==> config.mk <==
export PLATFORM = sky130hd
export DESIGN_NAME = msix_dispatch
export DESIGN_NICKNAME = d
export VERILOG_FILES = /design/src/rtl/msix_pkg.sv /design/src/rtl/msix_vec_table.sv /design/src/rtl/msix_use_cnt.sv /design/src/rtl/msix_pend_ctl.sv /design/src/rtl/msix_dispatch.sv
export SDC_FILE = /design/constraint.sdc
export NUM_CORES = 2
export LEC_CHECK = 0
export BUFFER_PORTS_ARGS = -buffer_cell sky130_fd_sc_hd__buf_2
export CORE_ASPECT_RATIO = 1.4
export CORE_UTILIZATION = 45
export DETAILED_ROUTE_END_ITERATION = 6
export MAX_ROUTING_LAYER = met4
export SYNTH_ARGS = -nofsm -noshare
export SYNTH_HDL_FRONTEND = slang
export SYNTH_SLANG_ARGS = --single-unit
==> constraint.sdc <==
create_clock -name clk -period 4.97 [get_ports clk]
set_input_delay 0.7455 -clock clk [delete_from_list [all_inputs] [get_ports clk]]
set_output_delay 0.7455 -clock clk [all_outputs]
set_load 0.1 [all_outputs]
==> src/rtl/msix_pkg.sv <==
package msix_pkg;

  // width of vector numbers and of the table-size field
  localparam int SIZE_W = 11;

  typedef enum logic [1:0] {
    W_ADDR_LO = 2'd0,
    W_ADDR_HI = 2'd1,
    W_DATA    = 2'd2,
    W_VCTL    = 2'd3
  } entry_word_e;

  // pending region length in bytes: vector count rounded up to 64 bits
  function automatic int pba_bytes(int n);
    return ((n + 63) / 64) * 8;
  endfunction

  // function-wide mask from the two control flags
  function automatic logic fn_masked(logic en, logic all);
    return !en || all;
  endfunction

  // control word image
  function automatic logic [31:0] ctl_image(logic en, logic all, int n);
    return {16'b0, en, all, 3'b0, SIZE_W'(n - 1)};
  endfunction

endpackage

==> src/rtl/msix_vec_table.sv <==
module msix_vec_table
  import msix_pkg::*;
#(
  parameter int NUM_VEC = 8
) (
  input  logic               clk,
  input  logic               rst_n,
  input  logic               wr_en,
  input  logic [SIZE_W-1:0]  wr_vec,
  input  entry_word_e        wr_word,
  input  logic [31:0]        wr_data,
  input  logic [SIZE_W-1:0]  rd_vec,
  input  entry_word_e        rd_word,
  output logic [31:0]        rd_data,
  input  logic [SIZE_W-1:0]  mv_vec,
  output logic [63:0]        mv_addr,
  output logic [31:0]        mv_data,
  output logic [NUM_VEC-1:0] vmask_q,
  output logic [NUM_VEC-1:0] vmask_d
);

  localparam int VI_W = (NUM_VEC > 1) ? $clog2(NUM_VEC) : 1;

  logic [NUM_VEC-1:0][31:0] lo_all, hi_all, dat_all;

  for (genvar v = 0; v < NUM_VEC; v++) begin : g_ent
    logic [31:0] lo_q, hi_q, dat_q;
    logic        msk_q;
    logic        hit;
    assign hit = wr_en && (wr_vec == SIZE_W'(v));

    always_ff @(posedge clk or negedge rst_n) begin
      if (!rst_n) begin
        lo_q  <= '0;
        hi_q  <= '0;
        dat_q <= '0;
        msk_q <= 1'b1;
      end else if (hit) begin
        case (wr_word)
          W_ADDR_LO: lo_q  <= wr_data;
          W_ADDR_HI: hi_q  <= wr_data;
          W_DATA:    dat_q <= wr_data;
          W_VCTL:    msk_q <= wr_data[0];
        endcase
      end
    end

    assign lo_all[v]  = lo_q;
    assign hi_all[v]  = hi_q;
    assign dat_all[v] = dat_q;
    assign vmask_q[v] = msk_q;
    assign vmask_d[v] = (hit && wr_word == W_VCTL) ? wr_data[0] : msk_q;
  end

  logic [VI_W-1:0] ridx, midx;
  assign ridx = (rd_vec < SIZE_W'(NUM_VEC)) ? rd_vec[VI_W-1:0] : '0;
  assign midx = (mv_vec < SIZE_W'(NUM_VEC)) ? mv_vec[VI_W-1:0] : '0;

  always_comb begin
    case (rd_word)
      W_ADDR_LO: rd_data = lo_all[ridx];
      W_ADDR_HI: rd_data = hi_all[ridx];
      W_DATA:    rd_data = dat_all[ridx];
      default:   rd_data = {31'b0, vmask_q[ridx]};
    endcase
  end

  assign mv_addr = {hi_all[midx], lo_all[midx]};
  assign mv_data = dat_all[midx];

endmodule

==> src/rtl/msix_use_cnt.sv <==
module msix_use_cnt
  import msix_pkg::*;
#(
  parameter int NUM_VEC = 8,
  parameter int CNT_W   = 4
) (
  input  logic               clk,
  input  logic               rst_n,
  input  logic               use_valid,
  input  logic [SIZE_W-1:0]  use_vec,
  input  logic               use_up,
  output logic [NUM_VEC-1:0] used,
  output logic [NUM_VEC-1:0] zeroed
);

  localparam logic [CNT_W-1:0] CNT_MAX = '1;

  for (genvar v = 0; v < NUM_VEC; v++) begin : g_cnt
    logic [CNT_W-1:0] cnt_q;
    logic             sel;
    assign sel = use_valid && (use_vec == SIZE_W'(v));

    always_ff @(posedge clk or negedge rst_n) begin
      if (!rst_n)                            cnt_q <= '0;
      else if (sel && use_up && cnt_q != CNT_MAX) cnt_q <= cnt_q + 1'b1;
      else if (sel && !use_up && cnt_q != '0)     cnt_q <= cnt_q - 1'b1;
    end

    assign used[v]   = (cnt_q != '0);
    assign zeroed[v] = sel && !use_up && (cnt_q == CNT_W'(1));
  end

endmodule

==> src/rtl/msix_pend_ctl.sv <==
module msix_pend_ctl
  import msix_pkg::*;
#(
  parameter int NUM_VEC = 8
) (
  input  logic               clk,
  input  logic               rst_n,
  input  logic               req_valid,
  input  logic [SIZE_W-1:0]  req_vec,
  input  logic [NUM_VEC-1:0] used,
  input  logic [NUM_VEC-1:0] zeroed,
  input  logic [NUM_VEC-1:0] masked_cur,
  input  logic [NUM_VEC-1:0] masked_nxt,
  input  logic               take,
  input  logic [SIZE_W-1:0]  take_vec,
  output logic [NUM_VEC-1:0] pend_q,
  output logic [NUM_VEC-1:0] sendq_q,
  output logic               pick_valid,
  output logic [SIZE_W-1:0]  pick_vec
);

  logic [NUM_VEC-1:0] req_oh, take_oh, unmask, replay;
  logic [NUM_VEC-1:0] pend_a, sq_a, pend_d, sq_d, elig;

  always_comb begin
    for (int v = 0; v < NUM_VEC; v++) begin
      req_oh[v]  = req_valid && (req_vec == SIZE_W'(v)) && used[v];
      take_oh[v] = take && (take_vec == SIZE_W'(v));
    end
    unmask = masked_cur & ~masked_nxt;
    pend_a = pend_q | (req_oh & masked_cur);
    sq_a   = sendq_q | (req_oh & ~masked_cur);
    replay = unmask & pend_a;
    // queued but now masked entries fall back to pending
    pend_d = ((pend_a & ~replay) | (sq_a & masked_nxt)) & ~zeroed;
    sq_d   = ((sq_a | replay) & ~masked_nxt) & ~take_oh & ~zeroed;
  end

  always_ff @(posedge clk or negedge rst_n) begin
    if (!rst_n) begin
      pend_q  <= '0;
      sendq_q <= '0;
    end else begin
      pend_q  <= pend_d;
      sendq_q <= sq_d;
    end
  end

  // lowest queued vector that stays unmasked
  always_comb begin
    elig       = sendq_q & ~masked_nxt;
    pick_valid = |elig;
    pick_vec   = '0;
    for (int v = NUM_VEC - 1; v >= 0; v--) begin
      if (elig[v]) pick_vec = SIZE_W'(v);
    end
  end

endmodule

==> src/rtl/msix_dispatch.sv <==
module msix_dispatch
  import msix_pkg::*;
#(
  parameter int NUM_VEC  = 8,
  parameter int CNT_W    = 4,
  parameter int AW       = 12,
  parameter int PBA_BASE = 'h800,
  parameter int CTL_ADDR = 'hC00
) (
  input  logic              clk,
  input  logic              rst_n,
  input  logic              reg_wr,
  input  logic              reg_rd,
  input  logic [AW-1:0]     reg_addr,
  input  logic [3:0]        reg_be,
  input  logic [31:0]       reg_wdata,
  output logic [31:0]       reg_rdata,
  input  logic              req_valid,
  input  logic [SIZE_W-1:0] req_vec,
  input  logic              use_valid,
  input  logic [SIZE_W-1:0] use_vec,
  input  logic              use_up,
  output logic              msg_valid,
  input  logic              msg_ready,
  output logic [63:0]       msg_addr,
  output logic [31:0]       msg_data,
  output logic [SIZE_W-1:0] msg_vec,
  output logic              intx_clr
);

  localparam int            PBA_BYTES = pba_bytes(NUM_VEC);
  localparam int            PBA_WORDS = PBA_BYTES / 4;
  localparam logic [AW-1:0] TBL_END   = AW'(NUM_VEC * 16);
  localparam logic [AW-1:0] PBA_LO    = AW'(PBA_BASE);
  localparam logic [AW-1:0] PBA_HI    = AW'(PBA_BASE + PBA_BYTES);
  localparam logic [AW-1:0] CTL_A     = AW'(CTL_ADDR);

  // ---------------- address decode ----------------
  logic full, tbl_hit, pba_hit, ctl_hit, ctl_wr, tbl_wr;
  logic [SIZE_W-1:0] tbl_vec;
  entry_word_e       tbl_word;
  logic [AW-3:0]     pba_widx;

  assign full     = (reg_be == 4'hF) && (reg_addr[1:0] == 2'b00);
  assign tbl_hit  = full && (reg_addr < TBL_END);
  assign pba_hit  = full && (reg_addr >= PBA_LO) && (reg_addr < PBA_HI);
  assign ctl_hit  = (reg_addr == CTL_A);
  assign ctl_wr   = reg_wr && ctl_hit && reg_be[1];
  assign tbl_wr   = reg_wr && tbl_hit;
  assign tbl_vec  = SIZE_W'(reg_addr[AW-1:4]);
  assign tbl_word = entry_word_e'(reg_addr[3:2]);
  assign pba_widx = reg_addr[AW-1:2] - PBA_LO[AW-1:2];

  // ---------------- capability control ----------------
  logic en_q, all_q, en_d, all_d, fn_cur, fn_nxt;
  assign en_d   = ctl_wr ? reg_wdata[15] : en_q;
  assign all_d  = ctl_wr ? reg_wdata[14] : all_q;
  assign fn_cur = fn_masked(en_q, all_q);
  assign fn_nxt = fn_masked(en_d, all_d);

  always_ff @(posedge clk or negedge rst_n) begin
    if (!rst_n) begin
      en_q     <= 1'b0;
      all_q    <= 1'b0;
      intx_clr <= 1'b0;
    end else begin
      en_q     <= en_d;
      all_q    <= all_d;
      intx_clr <= ctl_wr && reg_wdata[15];
    end
  end

  // ---------------- submodules ----------------
  logic [31:0]        tbl_rd;
  logic [63:0]        mv_addr;
  logic [31:0]        mv_data;
  logic [NUM_VEC-1:0] vmask_q, vmask_d, used, zeroed;
  logic [NUM_VEC-1:0] masked_cur, masked_nxt, pend_q, sendq_q;
  logic               pick_valid, load;
  logic [SIZE_W-1:0]  pick_vec;

  msix_vec_table #(.NUM_VEC(NUM_VEC)) u_table (
    .clk, .rst_n,
    .wr_en(tbl_wr), .wr_vec(tbl_vec), .wr_word(tbl_word), .wr_data(reg_wdata),
    .rd_vec(tbl_vec), .rd_word(tbl_word), .rd_data(tbl_rd),
    .mv_vec(pick_vec), .mv_addr(mv_addr), .mv_data(mv_data),
    .vmask_q(vmask_q), .vmask_d(vmask_d)
  );

  msix_use_cnt #(.NUM_VEC(NUM_VEC), .CNT_W(CNT_W)) u_use (
    .clk, .rst_n,
    .use_valid, .use_vec, .use_up,
    .used(used), .zeroed(zeroed)
  );

  assign masked_cur = vmask_q | {NUM_VEC{fn_cur}};
  assign masked_nxt = vmask_d | {NUM_VEC{fn_nxt}};

  msix_pend_ctl #(.NUM_VEC(NUM_VEC)) u_pend (
    .clk, .rst_n,
    .req_valid, .req_vec,
    .used(used), .zeroed(zeroed),
    .masked_cur(masked_cur), .masked_nxt(masked_nxt),
    .take(load), .take_vec(pick_vec),
    .pend_q(pend_q), .sendq_q(sendq_q),
    .pick_valid(pick_valid), .pick_vec(pick_vec)
  );

  // ---------------- message output stage ----------------
  assign load = pick_valid && (!msg_valid || msg_ready);

  always_ff @(posedge clk or negedge rst_n) begin
    if (!rst_n) begin
      msg_valid <= 1'b0;
      msg_addr  <= '0;
      msg_data  <= '0;
      msg_vec   <= '0;
    end else if (load) begin
      msg_valid <= 1'b1;
      msg_addr  <= mv_addr;
      msg_data  <= mv_data;
      msg_vec   <= pick_vec;
    end else if (msg_ready) begin
      msg_valid <= 1'b0;
    end
  end

  // ---------------- read mux ----------------
  logic [PBA_WORDS*32-1:0] pend_pad;
  logic [31:0]             pword;

  always_comb begin
    pend_pad                = '0;
    pend_pad[NUM_VEC-1:0]   = pend_q;
    pword                   = '0;
    for (int w = 0; w < PBA_WORDS; w++) begin
      if (pba_widx == (AW-2)'(w)) pword = pend_pad[w*32 +: 32];
    end
  end

  always_comb begin
    reg_rdata = '0;
    if (reg_rd) begin
      if (tbl_hit)      reg_rdata = tbl_rd;
      else if (pba_hit) reg_rdata = pword;
      else if (ctl_hit) reg_rdata = ctl_image(en_q, all_q, NUM_VEC);
    end
  end

endmodule

---- After elaboration in Yosys (flattened, before gate mapping) ----
Cells that the tools add are included.
cells by class
  div/mod/pow operators ................... 0
  shift operators ......................... 0
  magnitude comparators ................... 7
  eq/ne operators ......................... 50
  muxes and demuxes ....................... 59
  add/sub/neg operators ................... 17
  reductions and logical operators ........ 161
  multipliers ............................. 0
  bitwise gates (word level) .............. 22
operators with widths
  cell                                                  number
  binary-select mux 32 bit (select 3 bit)               6
  two-way mux 32 bit                                    10
  equality test 11 x 3 -> 1 bit, second input constant  12
  logical AND 1 bit                                     97
  case mux 32 bit (3 select lines)                      1
  bitwise AND 8 bit                                     11
  two-way mux 11 bit                                    7
  equality test 11 x 2 -> 1 bit, second input constant  6
  two-way mux 4 bit                                     16
  AND reduction 2 bit                                   32
  bitwise OR 8 bit                                      6
  logical NOT 11 bit                                    4
  NOT 8 bit                                             5
  equality test 11 x 1 -> 1 bit, second input constant  3
  adder 4 x 1 -> 4 bit, second input constant           8
  equality test 4 x 1 -> 1 bit, second input constant   8
  equality test 8 x 3 -> 1 bit, second input constant   4
  != test 4 bit, second input constant                  8
  nonzero test 4 bit                                    8
  subtractor 4 x 1 -> 4 bit, second input constant      8
  nonzero test 2 bit                                    9
  equality test 8 x 2 -> 1 bit, second input constant   2
  two-way mux 16 bit                                    1
  two-way mux 1 bit                                     13
  other kinds (21)                                      31
storage, ports and cells
  memory bits (writable) .................. 0
  memories kept ........................... 0
  bits in latches ......................... 0
  logic and storage cells ................. 365
  input port bits ......................... 78
  bits in registers ....................... 935
  memory bits (read-only) ................. 0
  output and inout bits ................... 141

---- Logic depth before layout (Yosys ltp) ----
  word-level depth ........................ 23
  gate-level depth with buffers ........... 14
  mapped depth without buffers ............ 9

---- Cells and area by module ----
From an unflattened synthesis, not the netlist that was laid out.
second synthesis, totals
  cell total of the unflattened synthesis .. 4909
  area total of the unflattened synthesis .. 53901.7 µm²
modules (own cells, without submodules)
  module          cells each  times used  seq. area each (µm²)  area an instance (µm²)
  msix_vec_table  4185        1           19428.6               45566.2
  msix_dispatch   331         1           2777.7                4723.3
  msix_use_cnt    266         1           800.8                 2477.4
  msix_pend_ctl   127         1           400.4                 1134.8

---- Least setup slack after synthesis ----
OpenSTA, ideal clock, no wires.
  kind .................................... input -> output
  start point ............................. input port reg_addr[8]
  end point ............................... output port reg_rdata[3]
  cell stages on the path ................. 12
  data required time ...................... 4225 ps
  data arrival time ....................... 5244 ps
  path slack .............................. -1020 ps
  buffers on the path ..................... 4
  cells stage by stage .................... or3_1 > buf_2 > nor3_1 > clkbuf_1 > clkbuf_1 > buf_2 > o221ai_1 > a31oi_1 > o21ai_0 > nand2_1 > nand2_1 > a21boi_0
on the way
  word-level cells in the longest chain between the ends .. 7
  elaborated cells on any way between the ends .. 23
  classes of those cells .................. add/sub: 1; order compare: 4; eq/ne: 1; mux: 13; reduce/logical: 4
ends and longest elaborated chain
  element                                                                   line                                        source
  start: declaration                                                        msix_dispatch.sv:14                         input logic [AW-1:0] reg_addr,
  less-than comparator 8 x 4 -> 1 bit or subtractor 10 bit (tied branches)  msix_vec_table.sv:56, msix_dispatch.sv:52
  two-way mux 3 bit or logical NOT 10 bit (tied branches)                   msix_vec_table.sv:56, msix_dispatch.sv:137
  binary-select mux 32 bit (select 3 bit), or another cell as far along     msix_vec_table.sv:63                        W_DATA: rd_data = dat_all[ridx];
  two-way mux 32 bit, on equally long branches                              -
  case mux 32 bit (3 select lines) or two-way mux 32 bit (tied branches)    msix_vec_table.sv:60, msix_dispatch.sv:145
  two-way mux 32 bit *                                                      msix_dispatch.sv:144                        if (tbl_hit) reg_rdata = tbl_rd;
  two-way mux 32 bit *                                                      msix_dispatch.sv:143                        if (reg_rd) begin
  end: declaration                                                          msix_dispatch.sv:17                         output logic [31:0] reg_rdata,
Mark *: on every way between the ends. The rest lies on a longest branch, timed or not. The select of a mux whose other input is x is not followed.

---- Worst setup path in the final report ----
  start point ............................. input port reg_addr[8]
  end point ............................... output port reg_rdata[4]
Same word-level chain as after synthesis.

==> qor.csv <==
metric,value,unit
grt_usage,31.0,%
grt_remaining_overflow,0,
drc_errors,0,
post_cts_buffers,0,
async_flop_share,100,%
crit_type,in2out,
hold_buffers,0,
die_h,389,um
antenna_found_initial,4,
required,4.22,ns
period_share,97.1,%
clk_path_buf_depth,3,
pwr_density_cell,288,nW/um^2
power.share.clock,47.1,%
synth_area_leaders,"dfrtp_1 48%, mux2_2 17%, mux4_2 6.0%",
hp-class,in2async,
finalWorstSetupSlack,0.145,ns
numCtsBuffers,93,
clk_latency,0.70,ns
setup-tns-final,0,ns
avgRoutedWirePerCell,29.7,um
ys_top_cells_by_count,"919 x dfrtp_1, 707 x mux2_2, 297 x clkbuf_1, 297 x nand2_1, 208 x mux2i_1",
seq_area_frac_synth,48.2,%
dieArea,108000,um^2
finalHoldViolations,0,
fillers,9178,
p_leak,25.5,nW
synth_edf_count,0,
utilization,51.6,%
routed_via_density,6.68,
fmax,0.207,GHz
setup_viol,0,
cp_max_fo,26,
dp_slack,0.218,ns
clock-sinks,927,
layout.nets,4184,
yosysWarningCount,0,
clkSlewWorstSetupHoldPaths,0.07,ns
ys_ff_latch,927,
synth_cells,4028,
avgSynthCellArea,12.0,um^2
crit_path_start_kind,input port,
place_area,51400,um^2
worst_slew_pin_slew,1.12,ns
htreeDepth,3,
stdcell_area,54600,um^2
endpoint_kind,output pin,
p_switching,3.74,mW
rsz0062_at_grt,false,
clock_skew,0.0289,ns
drive_gt1_share,34.6,%
std_cell_rows,141,
io_pins,219,
root_buffer,clkbuf_16,
ys_types,79,
dpl.hpwl,97.5,mm
cts_tree,yes,
pwr-share-seq,48.3,%
sw_frac_of_total,23.8,%
synth.largest_area_cell,dfrtp_1,
dr.pass1.iters,6,
drv_cap,0,
p_total,15.7,mW
grt_pass1_wl,245,mm
routed_wl,164,mm
p_comb_share,4.6,%
status,finished clean,
place_congestion,0.911,
cts_resized,0,
cp.arrival,4.08,ns
syn_area,48200,um^2
area_growth,13.4,%
slew_viol_final,0,
synth_most_common_cell,dfrtp_1,
initial_utilization,45.5,%
ir_drop,262,uV
die_w,278,um
synth_flop_cell,dfrtp_1,
slew_headroom,25.6,%
fin_crit,4.83,ns
ant_nets,0,
synth_top_cell_area_share,47.8,%
io_buffers,210,
drt_iter0_markers,3744,
grt_max_degree,135,
internal-power,12.0,mW
grt_pass1_vias,36717,
via_count,36847,
core,106000,um^2
-- registers in the layout, summed over array words and instances (netlist names) --
register	cells
u_table.g_ent.dat_q	256
u_table.g_ent.hi_q	256
u_table.g_ent.lo_q	256
msg_addr	64
msg_data	32
u_use.g_cnt.cnt_q	32
u_pend.pend_q	8
u_pend.sendq_q	8
u_table.g_ent.msk_q	8
msg_vec	3
all_q	1
en_q	1
intx_clr	1
msg_valid	1
-- layout make-up --
class	count	area, um^2	area share [%]
clock inverter	40	447	0.818
antenna	7	17.5	0.0321
sequential	927	23200	42.5
multi-input combinational	2672	23500	43.0
timing repair buffer	351	2880	5.27
tap	1358	1700	3.11
clock buffer	128	2720	4.99
inverter	37	144	0.263
-- path summary, 6_finish.rpt --
check	from	to	slack, ns	cells after the start
max in group asynchronous	rst_n	u_table.g_ent[3].hi_q[13]	3.59	2
setup reg to reg	all_q	msg_addr[28]	1.23	10
setup / recovery	reg_addr[8]	reg_rdata[4]	0.14	11
hold reg to reg	u_table.g_ent[3].dat_q[26]	u_table.g_ent[3].dat_q[26]	0.49	2
hold / removal	rst_n	u_table.g_ent[5].hi_q[6]	0.08	1
min in group clk	reg_wdata[27]	u_table.g_ent[3].dat_q[27]	0.49	3
-- cells in the final DEF, fill, tap and decap left out, drive strengths merged, types with 38 or more instances in the layout --
master and count:
nor2 94, clkbuf 128, a21oi 56, dfrtp 919, nand3 40, mux2 707, mux2i 208, o211a 97
mux4 129, o211ai 102, nand2 298, or3 77, buf 351, a221oi 201, o21ai 288, inv 38
o22ai 60
-- logic make-up (layout without fill, tap and decap cells) --
| group | Yosys count | count (layout) | synth area share (%) |
|---|---|---|---|
| buffers and inverters | 436 | 556 | 3.74 |
| adders and majority gates | 24 | 24 | 0.624 |
| muxes | 1044 | 1044 | 26.9 |
| AOI/OAI and AO/OA | 942 | 942 | 13.9 |
| other | 1 | 15 | 0.00779 |
| xor gates and xnor gates | 16 | 16 | 0.291 |
| DFF | 927 | 927 | 48.2 |
| and+or+nand+nor | 638 | 638 | 6.36 |
-- metrics by stage --
stage          hold WS [ns]  instances
2_1_floorplan         0.450       4035
3_3_place_gp          0.470       5345
3_5_place_dp          0.480       5345
4_1_cts              0.0752       5513
5_1_grt               0.120       5515
6_report             0.0754       5520
-- metal layers --
layer	track usage, %	wire length [um]	vias to the layer above
met5	-	0	-
met2	48.3	77600	1657
met4	13.2	6630	0
li1	-	-	15377
met1	40.7	68600	19448
met3	4.23	10900	365
-- power by group through the flow --
stage | Clock [mW] | Combinational (mW) | Sequential (mW)
2_1_floorplan | 0 | 0.324 | 7.73
3_3_place_gp | 0 | 0.723 | 7.73
3_5_place_dp | 0 | 0.726 | 7.73
4_1_cts | 7.51 | 0.729 | 7.59
5_1_grt | 7.79 | 0.789 | 7.59
6_report | 7.41 | 0.727 | 7.59
-- worst max-delay path, stage by stage --
cell	delay [ns]
buf_2	0.10
or3_1	0.58
or2_4	0.44
buf_12	0.23
or3_1	0.32
o211ai_1	0.09
o21ai_0	0.12
mux4_2	0.55
o211ai_1	0.46
a21boi_2	0.11
buf_2	0.32
Note: power is estimated with default switching activity, not from simulation.
